**src/rtl/bank_pkg.sv**
```systemverilog
package bank_pkg;
  localparam int ADDR_W  = 12;
  localparam int WORD_W  = 15;
  localparam int EB_W    = 3;
  localparam int FB_W    = 5;
  localparam int EOFF_W  = 8;
  localparam int FOFF_W  = 10;
  localparam int PHYS_W  = FB_W + 1 + FOFF_W;
  localparam int RA_W    = 3;
  localparam int SB_IDX  = 6;

  typedef enum logic [RA_W-1:0] {
    RA_EBANK = 3'd3,
    RA_FBANK = 3'd4,
    RA_BOTH  = 3'd6
  } reg_addr_e;
endpackage

```
**src/rtl/bank_regs.sv**
```systemverilog
module bank_regs
  import bank_pkg::*;
#(
  parameter int W   = WORD_W,
  parameter int EBW = EB_W,
  parameter int FBW = FB_W,
  parameter int SBI = SB_IDX
) (
  input  logic            clk_i,
  input  logic            rst_ni,
  input  logic            reg_we_i,
  input  logic [RA_W-1:0] reg_addr_i,
  input  logic [W-1:0]    reg_wdata_i,
  input  logic            chan_we_i,
  input  logic [W-1:0]    chan_wdata_i,
  input  logic [RA_W-1:0] rd_addr_i,
  output logic [W-1:0]    rd_data_o,
  output logic [EBW-1:0]  ebank_o,
  output logic [FBW-1:0]  fbank_o,
  output logic            sb_o
);
  localparam int FB_LO = W - FBW;

  logic [EBW-1:0] ebank_q;
  logic [FBW-1:0] fbank_q;
  logic           sb_q;
  logic           eb_hit, fb_hit;

  assign eb_hit = reg_we_i && (reg_addr_i == RA_EBANK || reg_addr_i == RA_BOTH);
  assign fb_hit = reg_we_i && (reg_addr_i == RA_FBANK || reg_addr_i == RA_BOTH);

  always_ff @(posedge clk_i or negedge rst_ni) begin
    if (!rst_ni) begin
      ebank_q <= '0;
      fbank_q <= '0;
      sb_q    <= 1'b0;
    end else begin
      if (eb_hit)    ebank_q <= reg_wdata_i[EBW-1:0];
      if (fb_hit)    fbank_q <= reg_wdata_i[W-1:FB_LO];
      if (chan_we_i) sb_q    <= chan_wdata_i[SBI];
    end
  end

  always_comb begin
    rd_data_o = '0;
    case (rd_addr_i)
      RA_EBANK: rd_data_o[EBW-1:0] = ebank_q;
      RA_FBANK: rd_data_o[W-1:FB_LO] = fbank_q;
      RA_BOTH: begin
        rd_data_o[EBW-1:0]   = ebank_q;
        rd_data_o[W-1:FB_LO] = fbank_q;
      end
      default: rd_data_o = '0;
    endcase
  end

  assign ebank_o = ebank_q;
  assign fbank_o = fbank_q;
  assign sb_o    = sb_q;

  p_both_load_r6: assert property (@(posedge clk_i) disable iff (!rst_ni)
    (reg_we_i && reg_addr_i == RA_BOTH) |=>
      (fbank_q == $past(reg_wdata_i[W-1:FB_LO]) && ebank_q == $past(reg_wdata_i[EBW-1:0])));

  p_stray_write_r9: assert property (@(posedge clk_i) disable iff (!rst_ni)
    (reg_we_i && reg_addr_i != RA_EBANK && reg_addr_i != RA_FBANK && reg_addr_i != RA_BOTH)
      |=> ($stable(ebank_q) && $stable(fbank_q)));

  p_sb_load_r5: assert property (@(posedge clk_i) disable iff (!rst_ni)
    chan_we_i |=> (sb_q == $past(chan_wdata_i[SBI])));

  p_sb_hold_r5: assert property (@(posedge clk_i) disable iff (!rst_ni)
    !chan_we_i |=> $stable(sb_q));
endmodule

```
**src/rtl/addr_map.sv**
```systemverilog
module addr_map
  import bank_pkg::*;
#(
  parameter int AW  = ADDR_W,
  parameter int EBW = EB_W,
  parameter int FBW = FB_W,
  parameter int EOW = EOFF_W,
  parameter int FOW = FOFF_W,
  parameter int PW  = PHYS_W
) (
  input  logic [AW-1:0]  addr_i,
  input  logic [EBW-1:0] ebank_i,
  input  logic [FBW-1:0] fbank_i,
  input  logic           sb_i,
  output logic           fixed_sel_o,
  output logic [PW-1:0]  phys_o
);
  localparam int BW = FBW + 1;

  logic [1:0]    region;
  logic [1:0]    esub;
  logic          remap;
  logic [BW-1:0] fbank_eff;

  assign region = addr_i[AW-1:AW-2];
  assign esub   = addr_i[FOW-1:EOW];

  // top four fixed banks move past the 5-bit range when the superbank bit is set
  assign remap     = sb_i && (&fbank_i[FBW-1:2]);
  assign fbank_eff = remap ? {1'b1, {(FBW-2){1'b0}}, fbank_i[1:0]} : {1'b0, fbank_i};

  always_comb begin
    fixed_sel_o = 1'b1;
    phys_o      = '0;
    unique case (region)
      2'b00: begin
        fixed_sel_o = 1'b0;
        if (esub == 2'b11) phys_o = {{(PW-EBW-EOW){1'b0}}, ebank_i, addr_i[EOW-1:0]};
        else               phys_o = {{(PW-FOW){1'b0}}, addr_i[FOW-1:0]};
      end
      2'b01:   phys_o = {fbank_eff, addr_i[FOW-1:0]};
      default: phys_o = {{(PW-AW){1'b0}}, addr_i};
    endcase
  end

  always_comb begin
    if (!fixed_sel_o) p_erasable_range_r2: assert (phys_o < (PW'(1) << (EBW + EOW)));
    if (region[1])    p_direct_bank_r4: assert (phys_o[PW-1:FOW] == PW'(addr_i[AW-1:FOW]));
    if (region == 2'b01 && sb_i)
      p_no_low_alias_r5: assert (phys_o[PW-1:FOW] < PW'(28) || phys_o[PW-1:FOW] >= PW'(32));
  end
endmodule

```
**src/rtl/bank_xlate.sv**
```systemverilog
module bank_xlate
  import bank_pkg::*;
(
  input  logic              clk_i,
  input  logic              rst_ni,
  input  logic [ADDR_W-1:0] addr_i,
  input  logic              reg_we_i,
  input  logic [RA_W-1:0]   reg_addr_i,
  input  logic [WORD_W-1:0] reg_wdata_i,
  input  logic              chan_we_i,
  input  logic [WORD_W-1:0] chan_wdata_i,
  input  logic [RA_W-1:0]   rd_addr_i,
  output logic [WORD_W-1:0] rd_data_o,
  output logic              sb_o,
  output logic              fixed_sel_o,
  output logic [PHYS_W-1:0] phys_addr_o
);
  logic [EB_W-1:0] ebank;
  logic [FB_W-1:0] fbank;
  logic            sb;

  bank_regs u_regs (
    .clk_i        (clk_i),
    .rst_ni       (rst_ni),
    .reg_we_i     (reg_we_i),
    .reg_addr_i   (reg_addr_i),
    .reg_wdata_i  (reg_wdata_i),
    .chan_we_i    (chan_we_i),
    .chan_wdata_i (chan_wdata_i),
    .rd_addr_i    (rd_addr_i),
    .rd_data_o    (rd_data_o),
    .ebank_o      (ebank),
    .fbank_o      (fbank),
    .sb_o         (sb)
  );

  addr_map u_map (
    .addr_i      (addr_i),
    .ebank_i     (ebank),
    .fbank_i     (fbank),
    .sb_i        (sb),
    .fixed_sel_o (fixed_sel_o),
    .phys_o      (phys_addr_o)
  );

  assign sb_o = sb;

  p_switched_fixed_r3: assert property (@(posedge clk_i) disable iff (!rst_ni)
    (addr_i[11:10] == 2'b01 && !sb) |-> (phys_addr_o[PHYS_W-1:FOFF_W] == {1'b0, fbank}));
endmodule

```
**config.mk**
```make
export PLATFORM = sky130hd
export DESIGN_NAME = bank_xlate
export DESIGN_NICKNAME = d
export VERILOG_FILES = /design/src/rtl/bank_pkg.sv /design/src/rtl/bank_regs.sv /design/src/rtl/addr_map.sv /design/src/rtl/bank_xlate.sv
export SDC_FILE = /design/constraint.sdc
export NUM_CORES = 1
export LEC_CHECK = 0
export BUFFER_PORTS_ARGS = -buffer_cell sky130_fd_sc_hd__buf_2
export CAP_MARGIN = 10
export CORE_ASPECT_RATIO = 1.2
export CORE_UTILIZATION = 33
export CTS_CLUSTER_DIAMETER = 200
export CTS_CLUSTER_SIZE = 28
export DETAILED_ROUTE_END_ITERATION = 8
export GPL_TIMING_DRIVEN = 0
export PLACE_DENSITY = 0.89
export SYNTH_ARGS = -nofsm -noshare
export SYNTH_HDL_FRONTEND = slang
export SYNTH_SLANG_ARGS = --single-unit
```
**constraint.sdc**
```tcl
create_clock -name clk_i -period 1.8 [get_ports clk_i]
set_input_delay 0.36 -clock clk_i [delete_from_list [all_inputs] [get_ports clk_i]]
set_output_delay 0.36 -clock clk_i [all_outputs]
set_load 0.01 [all_outputs]
```
==> results of run 1 <==
-- final cells by class --
type                            count  area, sq um
Multi-Input combinational cell     46          313
Sequential cell                     9          225
Buffer                             15          113
Tap cell                           19         23.8
Clock buffer                        4         26.3
Timing Repair Buffer               49          250
Inverter                            5         18.8
Fill cell                         165          881
-- state kept, by name, summed over array words and instances, names as in the netlist --
name            flops
u_regs.ebank_o      3
u_regs.fbank_o      5
u_regs.sb_o         1
-- what timing repair did --
item	CTS	global route
endpoints found under the setup margin	0	0
endpoints found under the hold margin	9	0
hold buffers	1	0
resized for setup	0	0
-- power by group through the flow --
| stage | clock [mW] | combinational [mW] | sequential (mW) |
|---|---|---|---|
| floorplan | 0 | 0.139 | 0.272 |
| global placement | 0 | 0.210 | 0.278 |
| detailed placement | 0 | 0.219 | 0.283 |
| CTS | 0.165 | 0.223 | 0.280 |
| global route | 0.176 | 0.241 | 0.288 |
| finish | 0.165 | 0.223 | 0.281 |
-- cell families (layout without fill, tap and decap cells) --
kind of cell           count (synthesis)  after routing  synth area share
AO/OA/AOI/OAI                          7              7            0.0696
XOR/XNOR                               1              1            0.0135
buffers and inverters                 20             73             0.203
flip-flops                             9              9             0.348
multiplexers                           9              9             0.174
other                                  1              7           0.00580
AND/OR/NAND/NOR                       22             22             0.186
-- path summary, 6_finish.rpt --
check / to / slack [ns]
worst min register to register: u_regs.ebank_o[0] / 0.53
worst max-delay path: rd_data_o[2] / 0.20
max in group asynchronous: u_regs.ebank_o[1] / 1.15
worst min-delay path: u_regs.fbank_o[0] / 0.32
min in group asynchronous: u_regs.fbank_o[2] / 0.47
worst max register to register: u_regs.fbank_o[4] / 0.96
-- metrics by stage --
stage / setup WS, ns / instances / power (mW) / hold WS [ns] / instance area (sq um)
final: 0.204 / 147 / 0.669 / 0.318 / 970
after global placement: 0.228 / 142 / 0.487 / 0.215 / 933
after floorplan: 0.530 / 75 / 0.411 / 0.0644 / 669
after global routing: 0.0556 / 147 / 0.705 / 0.317 / 970
after detailed placement: 0.202 / 142 / 0.502 / 0.216 / 933
after CTS: 0.209 / 147 / 0.668 / 0.314 / 970
-- cell usage in the layout (no fill, tap or decap) --
cell and instances:
nand3_1 1, nand4_1 1, o31a_1 1, and3_1 1, nor2b_1 3, xor2_1 1, a31oi_1 3, nand2_1 4
clkbuf_4 3, and3_4 1, buf_2 48, mux2_2 6, buf_4 15, nand3b_1 1, inv_1 5, nor2_1 5
dfrtp_1 9, and2_1 5, o21ai_0 2, dlygate4sd3_1 1, a21o_1 1, conb_1 7, mux2_4 3, clkbuf_1 1
-- metal layers --
metal,part of all wire,vias to the layer above,track usage
met5,0,-,0
met4,0.042,0,0.146
met3,0.094,7,0.0324
met2,0.56,51,0.310
met1,0.30,334,0.145
li1,-,326,-
==> results.yml, run 1 <==
pwr:
  sw_frac_of_total: 0.321
  leakagePower_nw: 0.569
  peakVddDrop_uv: 551
  powerDensity_nw_per_um2: 690
  switchingPower_mw: 0.215
  seqPwrFrac: 0.420
  pwr-share-clk: 0.246
  internal_power_mw: 0.454
  p_comb_frac: 0.334
global_routing:
  grt_max_degree: 10
  grt_pass1_wl_mm: 2.64
  grt_usage: 0.166
  gr-total-overflow: 0
  grt_pass1_vias: 661
  grt_antenna_before_repair: 0
detailed_routing:
  drt_iter0_drc: 19
  ant_nets: 0
  dr.pass1.iters: 4
  wire_per_inst_um: 11.3
  routed_wl_mm: 1.67
  drcViolationCount: 0
  num_vias: 718
  viasPerCell: 4.88
layout:
  nets: 181
  layout-drive-gt1-share: 0.594
  syn_to_final_growth_pct: 49.9
  final_core_util: 0.524
  n_antenna_cell: 0
place:
  port_buffers: 48
  hpwlAfterDp_mm: 1.36
  place_congestion: 0.735
worst_setup_path:
  path_depth: 5
  endpoint_kind: "primary output"
  worst-path-buf-inv: 2
  crit_type: "in2out"
  startpoint: "rd_addr_i[2]"
  crit_chain: "buf_2 > nor2b_1 > o21ai_0 > nor2_1 > buf_2"
  crit_fanout: 6
  r2r_start: "u_regs.fbank_o[4]"
  rr_worst_depth: 1
  path_common_cell: "buf_2"
  cp_slowest_stage_delay_ns: 0.29
  required_ns: 1.44
  crit_family: "simple AND/OR/NAND/NOR gates"
  crit_slowest_cell: "nor2b_1"
  crit_path_start_kind: "input port"
  crit_arrival_ns: 1.24
timing:
  fmax_mhz: 627
  finalCriticalPeriod_ns: 1.60
  clock_skew_ns: 0
  rsz0062_at_grt: "no"
  finalHoldViolCount: 0
  fin_setup_tns_ns: 0
  slew_viol_final: 0
  min_period_over_period: 0.887
  setup_violations: 0
clock_tree:
  cts_buffers: 3
  cts_htree_levels: 1
  tritoncts: "built"
  ctsLongestPathBuffers: 2
  post-cts-setup-buffer-count: 0
  root_buffer: "clkbuf_4"
  path_clk_slew_ns: 0.06
  clock_sinks: 9
  clkLatencyLatePin_ns: 0.27
logic_synthesis:
  synthArstFlopShare: 1.00
  ys_seq_elements: 9
  synth.distinct_cells: 20
  post-synth-top-count-cell: "buf_4"
  syn_avg_cell_area_sq_um: 9.37
  synth-main-ff-cell: "dfrtp_1"
  synth_warnings: 0
  synth_area_leaders: "dfrtp_1, buf_4, mux2_2"
  synth_commonest_cells: "buf_4, dfrtp_1, mux2_2"
  yosysSeqAreaShare: 0.348
  syn-instance-count: 69
  synth_edf_count: 0
  synthDominantCellAreaShare: 0.348
  syn-cell-area_sq_um: 647
  synth_area_leader_cell: "dfrtp_1"
die:
  pin_count: 85
  dieArea_sq_um: 2140
  num_rows: 17
  die_x_um: 42.4
  die-height_um: 50.5
  coreArea_sq_um: 1850
  initial_core_util: 0.350
hold_path:
  hold_path_depth: 2
  hold_class: "in2reg"
  hp-start: "reg_wdata_i[10]"
status:
  status: "complete, no violations"
flow_run:
  cap_violations: 0
Note: power is estimated with default switching activity, not from simulation.
==> run 2: changes to the inputs <==
--- a/config.mk
+++ b/config.mk
@@ -14,6 +14,7 @@
 export DETAILED_ROUTE_END_ITERATION = 8
 export GPL_TIMING_DRIVEN = 0
 export PLACE_DENSITY = 0.89
+export RECOVER_POWER = 25
 export SYNTH_ARGS = -nofsm -noshare
 export SYNTH_HDL_FRONTEND = slang
 export SYNTH_SLANG_ARGS = --single-unit
==> results.yml, run 2 (synthesis results as in run 1) <==
status:
  status: "complete, no violations"
layout:
  final_core_util: 0.523
  nets: 181
  syn_to_final_growth_pct: 49.5
  layout-drive-gt1-share: 0.578
  layout_common_cells: "buf_2, buf_4, dfrtp_1"
  n_antenna_cell: 0
  largest_register_ff_count: 5
  fillers: 165
  final_common_cell: "buf_2"
  instances_no_fill: 147
clock_tree:
  path_clk_slew_ns: 0.06
  clock_sinks: 9
  clkLatencyLatePin_ns: 0.27
  ctsLongestPathBuffers: 2
  cts-resized-gates: 0
  root_buffer: "clkbuf_4"
  cts_buffers: 3
  cts_htree_levels: 1
  tritoncts: "built"
detailed_routing:
  drt_iter0_drc: 20
  wire_per_inst_um: 11.4
  num_vias: 720
  drcViolationCount: 0
  viasPerCell: 4.90
  dr.pass1.iters: 4
  ant_nets: 0
  routed_wl_mm: 1.67
global_routing:
  gr-total-overflow: 0
  grt_usage: 0.166
  grt_antenna_before_repair: 0
  grt_max_degree: 10
  grt_pass1_vias: 661
  grt_pass1_wl_mm: 2.64
worst_setup_path:
  crit_type: "in2out"
  required_ns: 1.44
  endpoint_kind: "primary output"
  crit_path_start_kind: "input port"
  ff2ff_setup_slack_ns: 0.97
  crit_arrival_ns: 1.23
  r2r_start: "u_regs.fbank_o[4]"
  crit_fanout: 6
  r2r_end: "u_regs.fbank_o[4]"
  rr_worst_depth: 1
die:
  coreArea_sq_um: 1850
  pin_count: 85
  num_rows: 17
  die-height_um: 50.5
  die_x_um: 42.4
  initial_core_util: 0.350
  dieArea_sq_um: 2140
timing:
  min_period_over_period: 0.886
  rsz0062_at_grt: "no"
  clock_skew_ns: 0
  fmax_mhz: 627
  whs_ns: 0.318
  setup_violations: 0
  slew_viol_final: 0
  finalHoldViolCount: 0
  finalCriticalPeriod_ns: 1.59
  fin_setup_tns_ns: 0
place:
  hpwlAfterDp_mm: 1.36
  port_buffers: 48
  placedCellCount: 142
  place_congestion: 0.735
pwr:
  pwr-share-clk: 0.246
  internal_power_mw: 0.453
  switchingPower_mw: 0.214
  powerDensity_nw_per_um2: 690
  leakagePower_nw: 0.564
  peakVddDrop_uv: 551
  seqPwrFrac: 0.420
  p_comb_frac: 0.334
  sw_frac_of_total: 0.321
hold_path:
  hp-start: "reg_wdata_i[10]"
  hold_path_depth: 2
  hold_end: "u_regs.fbank_o[0]"
  hold_class: "in2reg"
flow_run:
  cap_violations: 0
## run 2: power by group through the flow
stage	clock, mW	sequential [mW]	combinational [mW]
floorplan	0	0.272	0.139
global placement	0	0.278	0.210
detailed placement	0	0.283	0.219
CTS	0.165	0.280	0.223
global route	0.176	0.288	0.241
finish	0.164	0.281	0.223
## run 2: repair_timing
item	in CTS	in global routing
endpoints found under the hold margin	9	0
hold buffers	1	0
setup buffers	0	0
## run 2: worst max path at each step
stage            startpoint      endpoint  slack [ns]  cells after the start
3_3_place_gp   rd_addr_i[2]  rd_data_o[2]        0.23                      5
5_1_grt        rd_addr_i[2]  rd_data_o[2]        0.06                      5
2_1_floorplan  rd_addr_i[2]  rd_data_o[0]        0.53                      3
6_report       rd_addr_i[2]  rd_data_o[2]        0.21                      5
3_5_place_dp   rd_addr_i[2]  rd_data_o[2]        0.20                      5
4_1_cts        rd_addr_i[2]  rd_data_o[2]        0.21                      5
## run 2: layout make-up
| class | instances | area [sq um] | area share |
|---|---|---|---|
| multi-input cells | 46 | 313 | 0.323 |
| well taps | 19 | 23.8 | 0.0246 |
| flip-flops and latches | 9 | 225 | 0.233 |
| inverters | 5 | 18.8 | 0.0194 |
| plain buffers | 15 | 113 | 0.116 |
| repair buffers | 49 | 248 | 0.256 |
| clock buffers | 4 | 26.3 | 0.0272 |
## run 2: layer usage
metal | vias up | track usage | wire length (um)
met5 | - | 0 | 0
met4 | 0 | 0.146 | 70
met3 | 7 | 0.0324 | 155
met2 | 53 | 0.310 | 936
met1 | 332 | 0.145 | 506
li1 | 328 | - | -
## run 2: critical path, cell delays in order
cell and delay, ns:
buf_2 0.09, nor2b_1 0.29, o21ai_0 0.22, nor2_1 0.13, buf_2 0.14
## run 2: stage by stage
stage	cell area, sq um	setup slack [ns]	total power [mW]
detailed placement	933	0.202	0.502
CTS	970	0.209	0.668
global placement	933	0.228	0.487
finish	967	0.206	0.667
global route	967	0.0556	0.704
floorplan	669	0.530	0.411
==> run 3: changes to the inputs <==
--- a/config.mk
+++ b/config.mk
@@ -7,14 +7,15 @@
 export LEC_CHECK = 0
 export BUFFER_PORTS_ARGS = -buffer_cell sky130_fd_sc_hd__buf_2
 export CAP_MARGIN = 10
+export CELL_PAD_IN_SITES_DETAIL_PLACEMENT = 1
+export CELL_PAD_IN_SITES_GLOBAL_PLACEMENT = 1
 export CORE_ASPECT_RATIO = 1.2
-export CORE_UTILIZATION = 33
+export CORE_UTILIZATION = 19
 export CTS_CLUSTER_DIAMETER = 200
 export CTS_CLUSTER_SIZE = 28
 export DETAILED_ROUTE_END_ITERATION = 8
 export GPL_TIMING_DRIVEN = 0
-export PLACE_DENSITY = 0.89
-export RECOVER_POWER = 25
+export PLACE_DENSITY = 0.83
 export SYNTH_ARGS = -nofsm -noshare
 export SYNTH_HDL_FRONTEND = slang
 export SYNTH_SLANG_ARGS = --single-unit
==> constraint.sdc (replaced) <==
create_clock -name clk_i -period 1.65 [get_ports clk_i]
set_input_delay 0.33 -clock clk_i [delete_from_list [all_inputs] [get_ports clk_i]]
set_output_delay 0.33 -clock clk_i [all_outputs]
set_load 0.01 [all_outputs]
==> results.yml, run 3 (synthesis results as in run 1) <==
status:
  status: "complete, no violations"
clock_tree:
  ctsLongestPathBuffers: 2
  clock_sinks: 9
  path_clk_slew_ns: 0.06
  root_buffer: "clkbuf_4"
  cts_htree_levels: 1
  cts_buffers: 3
  cts-resized-gates: 0
  tritoncts: "built"
  clkLatencyLatePin_ns: 0.26
die:
  initial_core_util: 0.206
  die-height_um: 65.9
  num_rows: 22
  die_x_um: 55.3
  coreArea_sq_um: 3140
  pin_count: 85
  dieArea_sq_um: 3640
detailed_routing:
  viasPerCell: 4.07
  dr.pass1.iters: 3
  ant_nets: 0
  wire_per_inst_um: 11.3
  drcViolationCount: 0
  drt_iter0_drc: 3
  num_vias: 668
  routed_wl_mm: 1.86
hold_path:
  hold_class: "in2reg"
worst_setup_path:
  crit_path_start_kind: "input port"
  crit_type: "in2out"
  worst-path-buf-inv: 2
  crit_arrival_ns: 1.22
  crit_fanout: 6
  path_common_cell: "buf_2"
  crit_chain: "buf_2 > nor2b_1 > o21ai_0 > nor2_1 > buf_2"
  crit_slowest_cell: "nor2b_1"
  cp_slowest_stage_delay_ns: 0.27
  required_ns: 1.32
  endpoint_kind: "primary output"
  crit_family: "simple AND/OR/NAND/NOR gates"
layout:
  nets: 181
  largest_register_ff_count: 5
  instances_no_fill: 164
  seq_area_sq_um: 225
  multi_input_area_sq_um: 313
  final_common_cell: "buf_2"
  n_antenna_cell: 0
  fillers: 416
  layout_common_cells: "buf_2, buf_4, dfrtp_1"
  final_area_sq_um: 991
  layout-drive-gt1-share: 0.594
  final_core_util: 0.316
  syn_to_final_growth_pct: 53.2
global_routing:
  grt_antenna_before_repair: 0
  grt_pass1_wl_mm: 2.97
  grt_max_degree: 10
  gr-total-overflow: 0
  grt_usage: 0.108
  grt_pass1_vias: 638
flow_run:
  cap_violations: 0
place:
  hpwlAfterDp_mm: 1.65
  place_ws_ns: 0.0537
  place_congestion: 0.769
  placedCellCount: 159
  post_dp_cell_area_sq_um: 955
  port_buffers: 48
timing:
  layout_setup_ws_ns: 0.104
  clock_skew_ns: 0
  fin_setup_tns_ns: 0
  finalHoldViolCount: 0
  finalCriticalPeriod_ns: 1.55
  slew_viol_final: 0
  rsz0062_at_grt: "no"
  fmax_mhz: 647
  setup_violations: 0
  min_period_over_period: 0.937
pwr:
  peakVddDrop_uv: 317
  powerDensity_nw_per_um2: 725
  leakagePower_nw: 0.569
[run 3: final cells by class]
cell class | instances | share of cell area
multi-input cells | 46 | 0.316
plain buffers | 15 | 0.114
clock buffers | 4 | 0.0265
inverters | 5 | 0.0189
flip-flops and latches | 9 | 0.227
well taps | 36 | 0.0455
repair buffers | 49 | 0.253
[run 3: per-stage QoR]
stage                     hold slack [ns]  power, mW
after floorplan                    0.0344      0.449
after global placement              0.186      0.541
after detailed placement            0.197      0.556
after CTS                           0.294      0.735
after global routing                0.298      0.770
final                               0.302      0.718
[run 3: layer usage]
metal | wire length [um] | part of all wire | vias to the layer above | track usage
met4 | 30 | 0.016 | 0 | 0.0563
met3 | 157 | 0.085 | 3 | 0.0176
li1 | - | - | 327 | -
met1 | 695 | 0.37 | 297 | 0.114
met2 | 974 | 0.52 | 41 | 0.205
met5 | 0 | 0 | - | 0
[run 3: worst paths after layout]
| kind | from | depth (start not counted) | slack [ns] | endpoint |
|---|---|---|---|---|
| worst min register to register | u_regs.ebank_o[0] | 1 | 0.52 | u_regs.ebank_o[0] |
| worst max-delay path | rd_addr_i[2] | 5 | 0.10 | rd_data_o[0] |
| max in group asynchronous | rst_ni | 2 | 1.02 | u_regs.fbank_o[0] |
| worst min-delay path | reg_wdata_i[10] | 2 | 0.30 | u_regs.fbank_o[0] |
| worst max register to register | u_regs.fbank_o[2] | 1 | 0.81 | u_regs.fbank_o[2] |
| min in group asynchronous | rst_ni | 2 | 0.45 | u_regs.sb_o |
[run 3: what timing repair did]
item | in CTS | in global routing
buffers inserted | 0 | 0
hold buffers | 1 | 0
hold endpoints to repair | 9 | 0
setup endpoints to repair | 0 | 0
[run 3: report_power, final]
| part | switching, mW | internal, mW | leakage, nW |
|---|---|---|---|
| Sequential | 0.0448 | 0.264 | 0.106 |
| Combinational | 0.102 | 0.137 | 0.448 |
| Clock | 0.0771 | 0.0932 | 0.0150 |
